===== src/rtl/vf_pkg.sv =====
`timescale 1ns/1ps
package vf_pkg;
  localparam int MA_W    = 14;
  localparam int RA_W    = 3;
  localparam int DATA_W  = 8;
  localparam int ADDR_W  = 2 + RA_W + 10 + 1;
  localparam int WORD_W  = 2 * DATA_W;
  localparam int SLOT_W  = $clog2(WORD_W);
  localparam int PEN_N   = 16;
  localparam int PEN_W   = $clog2(PEN_N);
  localparam int CDATA_W = 5;
  localparam int COL_W   = 6;

  typedef enum logic [1:0] {OP_PEN = 2'd0, OP_COL = 2'd1, OP_MODE = 2'd2, OP_NOP = 2'd3} reg_op_e;

  typedef struct packed {
    logic hs;
    logic vs;
    logic de;
  } ctl_t;

  function automatic logic [COL_W-1:0] col_encode(input logic [CDATA_W-1:0] c);
    logic [1:0] r, g, b;
    r = 2'((c / 5'd3) % 5'd3);
    g = 2'((c / 5'd9) % 5'd3);
    b = 2'(c % 5'd3);
    return {b, g, r};
  endfunction
endpackage


===== src/rtl/vf_fetch.sv =====
`timescale 1ns/1ps
module vf_fetch
  import vf_pkg::*;
(
  input  logic              clk_i,
  input  logic              rst_ni,
  input  logic              cclk_en_i,
  input  logic [MA_W-1:0]   ma_i,
  input  logic [RA_W-1:0]   ra_i,
  input  ctl_t              ctl_i,
  input  logic [DATA_W-1:0] vram_data_i,
  output logic [ADDR_W-1:0] vram_addr_o,
  output logic [SLOT_W-1:0] slot_o,
  output ctl_t              ctl_o,
  output logic [WORD_W-1:0] word_o,
  output logic              hs_fall_o
);
  logic [ADDR_W-2:0] base_q;
  logic [SLOT_W-1:0] slot_q;
  ctl_t              ctl_q;
  logic [DATA_W-1:0] b0_q, b1_q;
  logic              unused_ma;

  assign unused_ma = ^ma_i[11:10];

  always_ff @(posedge clk_i or negedge rst_ni) begin
    if (!rst_ni) begin
      base_q <= '0;
      slot_q <= '0;
      ctl_q  <= '0;
    end else if (cclk_en_i) begin
      base_q <= {ma_i[13:12], ra_i, ma_i[9:0]};
      slot_q <= '0;
      ctl_q  <= ctl_i;
    end else begin
      slot_q <= slot_q + 1'b1;
    end
  end

  // one-clock RAM latency: byte for phase p arrives in slot p+1
  always_ff @(posedge clk_i or negedge rst_ni) begin
    if (!rst_ni) begin
      b0_q <= '0;
      b1_q <= '0;
    end else begin
      if (slot_q == SLOT_W'(1)) b0_q <= vram_data_i;
      if (slot_q == SLOT_W'(2)) b1_q <= vram_data_i;
    end
  end

  assign vram_addr_o = {base_q, slot_q[0]};
  assign slot_o      = slot_q;
  assign ctl_o       = ctl_q;
  assign word_o      = {b0_q, b1_q};
  assign hs_fall_o   = cclk_en_i & ctl_q.hs & ~ctl_i.hs;
endmodule


===== src/rtl/vf_regs.sv =====
`timescale 1ns/1ps
module vf_regs
  import vf_pkg::*;
#(
  parameter int N = PEN_N
) (
  input  logic                       clk_i,
  input  logic                       rst_ni,
  input  logic                       we_i,
  input  logic [1:0]                 op_i,
  input  logic [CDATA_W-1:0]         data_i,
  input  logic                       hs_fall_i,
  output logic [N-1:0][COL_W-1:0]    pal_o,
  output logic [COL_W-1:0]           border_o,
  output logic [1:0]                 mode_o
);
  logic [CDATA_W-1:0] pen_q;
  logic [1:0]         mode_nx_q, mode_q;
  logic [COL_W-1:0]   border_q;
  logic               col_we;

  assign col_we = we_i && (op_i == OP_COL);

  always_ff @(posedge clk_i or negedge rst_ni) begin
    if (!rst_ni) begin
      pen_q     <= '0;
      mode_nx_q <= '0;
      mode_q    <= '0;
      border_q  <= '0;
    end else begin
      if (we_i && op_i == OP_PEN)  pen_q     <= data_i;
      if (we_i && op_i == OP_MODE) mode_nx_q <= data_i[1:0];
      if (col_we && pen_q[CDATA_W-1]) border_q <= col_encode(data_i);
      if (hs_fall_i) mode_q <= mode_nx_q;
    end
  end

  for (genvar i = 0; i < N; i++) begin : g_pal
    always_ff @(posedge clk_i or negedge rst_ni) begin
      if (!rst_ni) pal_o[i] <= '0;
      else if (col_we && !pen_q[CDATA_W-1] && pen_q[PEN_W-1:0] == PEN_W'(i))
        pal_o[i] <= col_encode(data_i);
    end
  end

  assign border_o = border_q;
  assign mode_o   = mode_q;
endmodule


===== src/rtl/vf_pix_dec.sv =====
`timescale 1ns/1ps
module vf_pix_dec
  import vf_pkg::*;
(
  input  logic [WORD_W-1:0] word_i,
  input  logic [SLOT_W-1:0] slot_i,
  input  logic [1:0]        mode_i,
  output logic [PEN_W-1:0]  idx_o
);
  logic [DATA_W-1:0] by;
  logic [2:0]        n;

  // slot[3] selects the byte in every mode
  assign by = slot_i[SLOT_W-1] ? word_i[DATA_W-1:0] : word_i[WORD_W-1:DATA_W];

  always_comb begin
    case (mode_i)
      2'd2: begin
        n     = slot_i[2:0];
        idx_o = {3'b000, by[3'd7 - n]};
      end
      2'd1: begin
        n     = {1'b0, slot_i[2:1]};
        idx_o = {2'b00, by[3'd7 - n], by[3'd3 - n]};
      end
      default: begin
        n     = {2'b00, slot_i[2]};
        idx_o = {by[3'd7 - n], by[3'd5 - n], by[3'd3 - n], by[3'd1 - n]};
      end
    endcase
  end
endmodule


===== src/rtl/vid_fetch_serial.sv =====
`timescale 1ns/1ps
module vid_fetch_serial
  import vf_pkg::*;
(
  input  logic               clk_i,
  input  logic               rst_ni,
  input  logic               cclk_en_i,
  input  logic [MA_W-1:0]    ma_i,
  input  logic [RA_W-1:0]    ra_i,
  input  logic               hsync_i,
  input  logic               vsync_i,
  input  logic               de_i,
  output logic [ADDR_W-1:0]  vram_addr_o,
  input  logic [DATA_W-1:0]  vram_data_i,
  input  logic               reg_we_i,
  input  logic [1:0]         reg_op_i,
  input  logic [CDATA_W-1:0] reg_data_i,
  output logic [COL_W-1:0]   rgb_o,
  output logic               sync_o
);
  ctl_t                      in_ctl, fet_ctl, disp_ctl_q;
  logic [SLOT_W-1:0]         slot_w;
  logic [WORD_W-1:0]         fet_word, disp_word_q;
  logic                      hs_fall_w;
  logic [PEN_N-1:0][COL_W-1:0] pal_w;
  logic [COL_W-1:0]          border_w, rgb_d;
  logic [1:0]                mode_w;
  logic [PEN_W-1:0]          idx_w;
  logic                      sync_d;

  assign in_ctl = '{hs: hsync_i, vs: vsync_i, de: de_i};

  vf_fetch u_fetch (
    .clk_i      (clk_i),
    .rst_ni     (rst_ni),
    .cclk_en_i  (cclk_en_i),
    .ma_i       (ma_i),
    .ra_i       (ra_i),
    .ctl_i      (in_ctl),
    .vram_data_i(vram_data_i),
    .vram_addr_o(vram_addr_o),
    .slot_o     (slot_w),
    .ctl_o      (fet_ctl),
    .word_o     (fet_word),
    .hs_fall_o  (hs_fall_w)
  );

  vf_regs #(.N(PEN_N)) u_regs (
    .clk_i    (clk_i),
    .rst_ni   (rst_ni),
    .we_i     (reg_we_i),
    .op_i     (reg_op_i),
    .data_i   (reg_data_i),
    .hs_fall_i(hs_fall_w),
    .pal_o    (pal_w),
    .border_o (border_w),
    .mode_o   (mode_w)
  );

  vf_pix_dec u_dec (
    .word_i(disp_word_q),
    .slot_i(slot_w),
    .mode_i(mode_w),
    .idx_o (idx_w)
  );

  always_ff @(posedge clk_i or negedge rst_ni) begin
    if (!rst_ni) begin
      disp_word_q <= '0;
      disp_ctl_q  <= '0;
    end else if (cclk_en_i) begin
      disp_word_q <= fet_word;
      disp_ctl_q  <= fet_ctl;
    end
  end

  always_comb begin
    sync_d = disp_ctl_q.hs | disp_ctl_q.vs;
    if (sync_d)             rgb_d = '0;
    else if (!disp_ctl_q.de) rgb_d = border_w;
    else                    rgb_d = pal_w[idx_w];
  end

  always_ff @(posedge clk_i or negedge rst_ni) begin
    if (!rst_ni) begin
      rgb_o  <= '0;
      sync_o <= 1'b0;
    end else begin
      rgb_o  <= rgb_d;
      sync_o <= sync_d;
    end
  end
endmodule


===== config.mk =====
export PLATFORM = sky130hd
export DESIGN_NAME = vid_fetch_serial
export DESIGN_NICKNAME = d
export VERILOG_FILES = /design/src/rtl/vf_pkg.sv /design/src/rtl/vf_fetch.sv /design/src/rtl/vf_regs.sv /design/src/rtl/vf_pix_dec.sv /design/src/rtl/vid_fetch_serial.sv
export SDC_FILE = /design/constraint.sdc
export NUM_CORES = 1
export LEC_CHECK = 0
export BUFFER_PORTS_ARGS = -buffer_cell sky130_fd_sc_hd__buf_4
export CORE_UTILIZATION = 55
export DETAILED_ROUTE_END_ITERATION = 16
export GPL_TIMING_DRIVEN = 0
export PLACE_DENSITY = 0.85
export SLEW_MARGIN = 10
export SYNTH_ARGS = -nofsm -noshare
export SYNTH_HDL_FRONTEND = slang
export SYNTH_SLANG_ARGS = --single-unit

===== constraint.sdc =====
create_clock -name clk_i -period 2.65 [get_ports clk_i]
set_input_delay 0.1325 -clock clk_i [delete_from_list [all_inputs] [get_ports clk_i]]
set_output_delay 0.1325 -clock clk_i [all_outputs]
set_load 0.01 [all_outputs]

==> key figures <==
Outcome
  – Outcome: finished with violations
  – Failing checks: negative setup slack

Detailed routing
  – DR vias: 7709
  – Vias per inst: 6.49
  – Antenna Nets Post-Route: 0
  – DRT Wirelength: 27400 um
  – Wire per inst: 23.1 um
  – First drt pass iteration count: 5
  – Initial drt markers: 1005
  – Drt drc: 0

GRT
  – First-pass GRT wire length: 40000 um
  – Pin count of the biggest net entering global routing: 89
  – Vias in the first global route: 7566
  – Global Route Usage Sum: 32.4%
  – Grt total ovfl: 0
  – Initial antenna violation count: 0

Placed design
  – Final RePlAce weighted congestion: 0.925
  – Port buffer count: 58
  – Dpl hpwl: 14300 um

Job
  – Max Cap Viol: 0

STA
  – Final hold vios: 0
  – Least-Margin Pin Slew: 1.06 ns
  – Worst clock skew: 0.00819 ns
  – Min Clock Period, post-route: 3.49 ns
  – Setup violations, final: 74
  – Fmax: 287 MHz
  – Final worst slack: -0.840 ns
  – Max Transition Viols Final: 0
  – Final Cycle Share: 132%
  – Hold WS: 0.0333 ns
  – Max-slew headroom: 28.2%
  – RSZ-0062 raised after global routing: yes

CTS
  – Cts bufs inserted: 17
  – H-tree Lvls: 4
  – Sink Count: 175
  – Clk_lat worst skew: 0.44 ns
  – Clock Tree Root: clkbuf_16
  – TritonCTS clock tree: done
  – Clock transition at path regs: 0.06 ns
  – Clk buf depth: 2

Floorplan
  – Initial Utilization: 56.7%
  – Core area: 0.0153 mm2
  – Die Y: 128 um
  – DIE AREA: 0.0163 mm2
  – Chip width: 128 um
  – I/O pin count: 62
  – Std cell rows: 45

Logic synthesis
  – Synth area leader: dfrtp_1
  – Async set-or-reset flop fraction in the synthesized netlist: 100%
  – Simple-gate share of the synthesized area: 13.5%
  – Synth Area in XOR/XNOR: 0.389%
  – Synth top area share: 50.4%
  – Mapped Nets: 877
  – Synth Area in Adders: 2.02%
  – Mapped Area: 0.00868 mm2
  – Combinational family with the most area after synthesis: multiplexers
  – Post-synthesis mux area share: 16.0%
  – Post-synth EDFFs: 0
  – Cells after synthesis: 824
  – Unique cell type count in the Yosys netlist: 65
  – Synth top area cells: dfrtp_1 50%, mux2_2 8.9%, nand2_1 6.4%
  – #FFs+latches synth: 175
  – Synth Area in Compound Gates: 13.9%
  – Most used DFF post-synth: dfrtp_1
  – Mapped Avg Cell Area: 10.5 um2
  – YS warnings: 0
  – Post-synthesis sequential area ratio: 50.4%

Cells and area
  – ANT cells: 0
  – Share of layout cells above drive strength 1: 34.7%
  – Most common cell after layout, fill and taps aside: dfrtp_1
  – Most frequent cells in the layout: 175 x dfrtp_1, 147 x nand2_1, 89 x buf_4
  – Area growth, synth to finish: 32.8%
  – Final core occ: 75.3%
  – Filler cells: 876
  – Final net count: 1018

Power and ir drop
  – Overall power: 0.0103 W
  – Pwr dens: 896 mW/mm2
  – Pleak: 4.89 nW
  – Max rail drop VDD: 0.595 mV

Setup path
  – R2r setup slk: -0.14 ns
  – CP Launch Type: input pin
  – CP max FO: 9
  – Crit path kind: input pin to flop
  – Critical path arrival: 3.82 ns
  – Worst path required time: 2.98 ns
  – Crit Reg-Reg Startpoint: u_fetch.slot_o[3]$_DFF_PN0_
  – Worst r2r dst: rgb_o[5]$_DFF_PN0_
  – R2R cell count: 11
  – Crit. End Element: flop

Hold path
  – Hold path depth: 2
  – Min-Delay Path Class: input pin to flop
  – Hold EP: u_regs.pen_q[0]$_DFFE_PN0P_
  – Hold path start: reg_data_i[0]
==> worst max-delay path, cell delays in order <==
cell	delay, ns
buf_6	0.11
buf_8	0.12
buf_4	0.17
nor3b_2	0.37
nand2_1	0.18
o32ai_2	0.35
o31a_1	0.24
nor2_2	0.06
ha_2	0.17
inv_2	0.04
o31a_1	0.15
o31a_1	0.23
o21ai_4	0.08
o211ai_1	0.17
o21ai_1	0.10
ha_2	0.23
nor2b_1	0.12
nand4_1	0.11
a221o_2	0.42
nand4_1	0.17
o21ai_1	0.08
==> routing by layer <==
metal | share of wire [%] | wire length [um] | track usage, % | vias to the layer above
met3 | 8.5 | 2330 | 8.51 | 173
li1 | - | - | - | 3224
met5 | 0 | 0 | 0 | -
met2 | 49 | 13400 | 53.7 | 517
met4 | 6.9 | 1890 | 19.7 | 0
met1 | 36 | 9850 | 38.1 | 3795
==> report_power, final <==
group,internal [W],switching [W]
logic,0.00208,0.00220
registers,0.00322,0.000452
clock network,0.00135,0.00104
total,0.00664,0.00369
==> state kept, by name (all words and copies together), names as in the netlist, 4 cells and up <==
name,flops
disp_word_q,16
rgb_o,6
u_fetch.b0_q,8
u_fetch.b1_q,8
u_fetch.base_q,15
u_fetch.slot_o,4
u_regs.border_o,6
u_regs.pal_o,96
u_regs.pen_q,5
==> how the worst max path moves through the flow <==
stage,cells past startpoint,to,start
after floorplan,21,u_regs.pal_o[66]$_DFFE_PN0P_,reg_data_i[3]
after global routing,21,u_regs.pal_o[19]$_DFFE_PN0P_,reg_data_i[3]
after CTS,22,u_regs.pal_o[48]$_DFFE_PN0P_,reg_data_i[3]
after global placement,22,u_regs.pal_o[48]$_DFFE_PN0P_,reg_data_i[3]
final,21,u_regs.pal_o[19]$_DFFE_PN0P_,reg_data_i[1]
after detailed placement,22,u_regs.pal_o[48]$_DFFE_PN0P_,reg_data_i[3]
==> final cells by class <==
class	instances	area, um2	area share, %
multi-input combinational	578	4710	40.9
sequential	175	4380	38.0
timing repair buffer	126	1190	10.3
clock buffer	23	478	4.14
buffer	51	388	3.36
tap	211	264	2.29
clock inverter	7	62.6	0.542
inverter	16	62.6	0.542
==> stage by stage <==
stage	cell area, um2	std cells	TNS (ns)	worst slack, ns
global placement	9490	1093	-83.06	-1.51
floorplan	8790	824	-39.58	-0.984
detailed placement	9530	1094	-87.48	-1.59
CTS	11000	1175	-29.40	-0.735
finish	11500	1187	-37.60	-0.840
global route	11500	1187	-47.70	-0.957
==> what timing repair did <==
item,4_1_cts,5_1_grt
pin swaps,29,32
setup buffers,23,12
hold endpoints to repair,121,0
endpoints found under the setup margin,74,74
resized for setup,97,73
hold buffers,27,0
gates cloned,3,3
==> cell families after synthesis <==
logic type / Yosys count
and+or+nand+nor: 254
AOI/OAI and AO/OA: 186
buffers and inverters: 72
adders and majority gates: 14
xor gates and xnor gates: 3
DFF: 175
muxes: 120
==> cells in the mapped netlist, drive strengths merged, types with 12 or more instances <==
cell type,number
a21oi,12
o21ai,109
inv,16
nor2,24
dfrtp,175
ha,14
mux2i,43
nand2,150
clkbuf,35
mux2,69
buf,21
(Power assumes the default switching activity.)
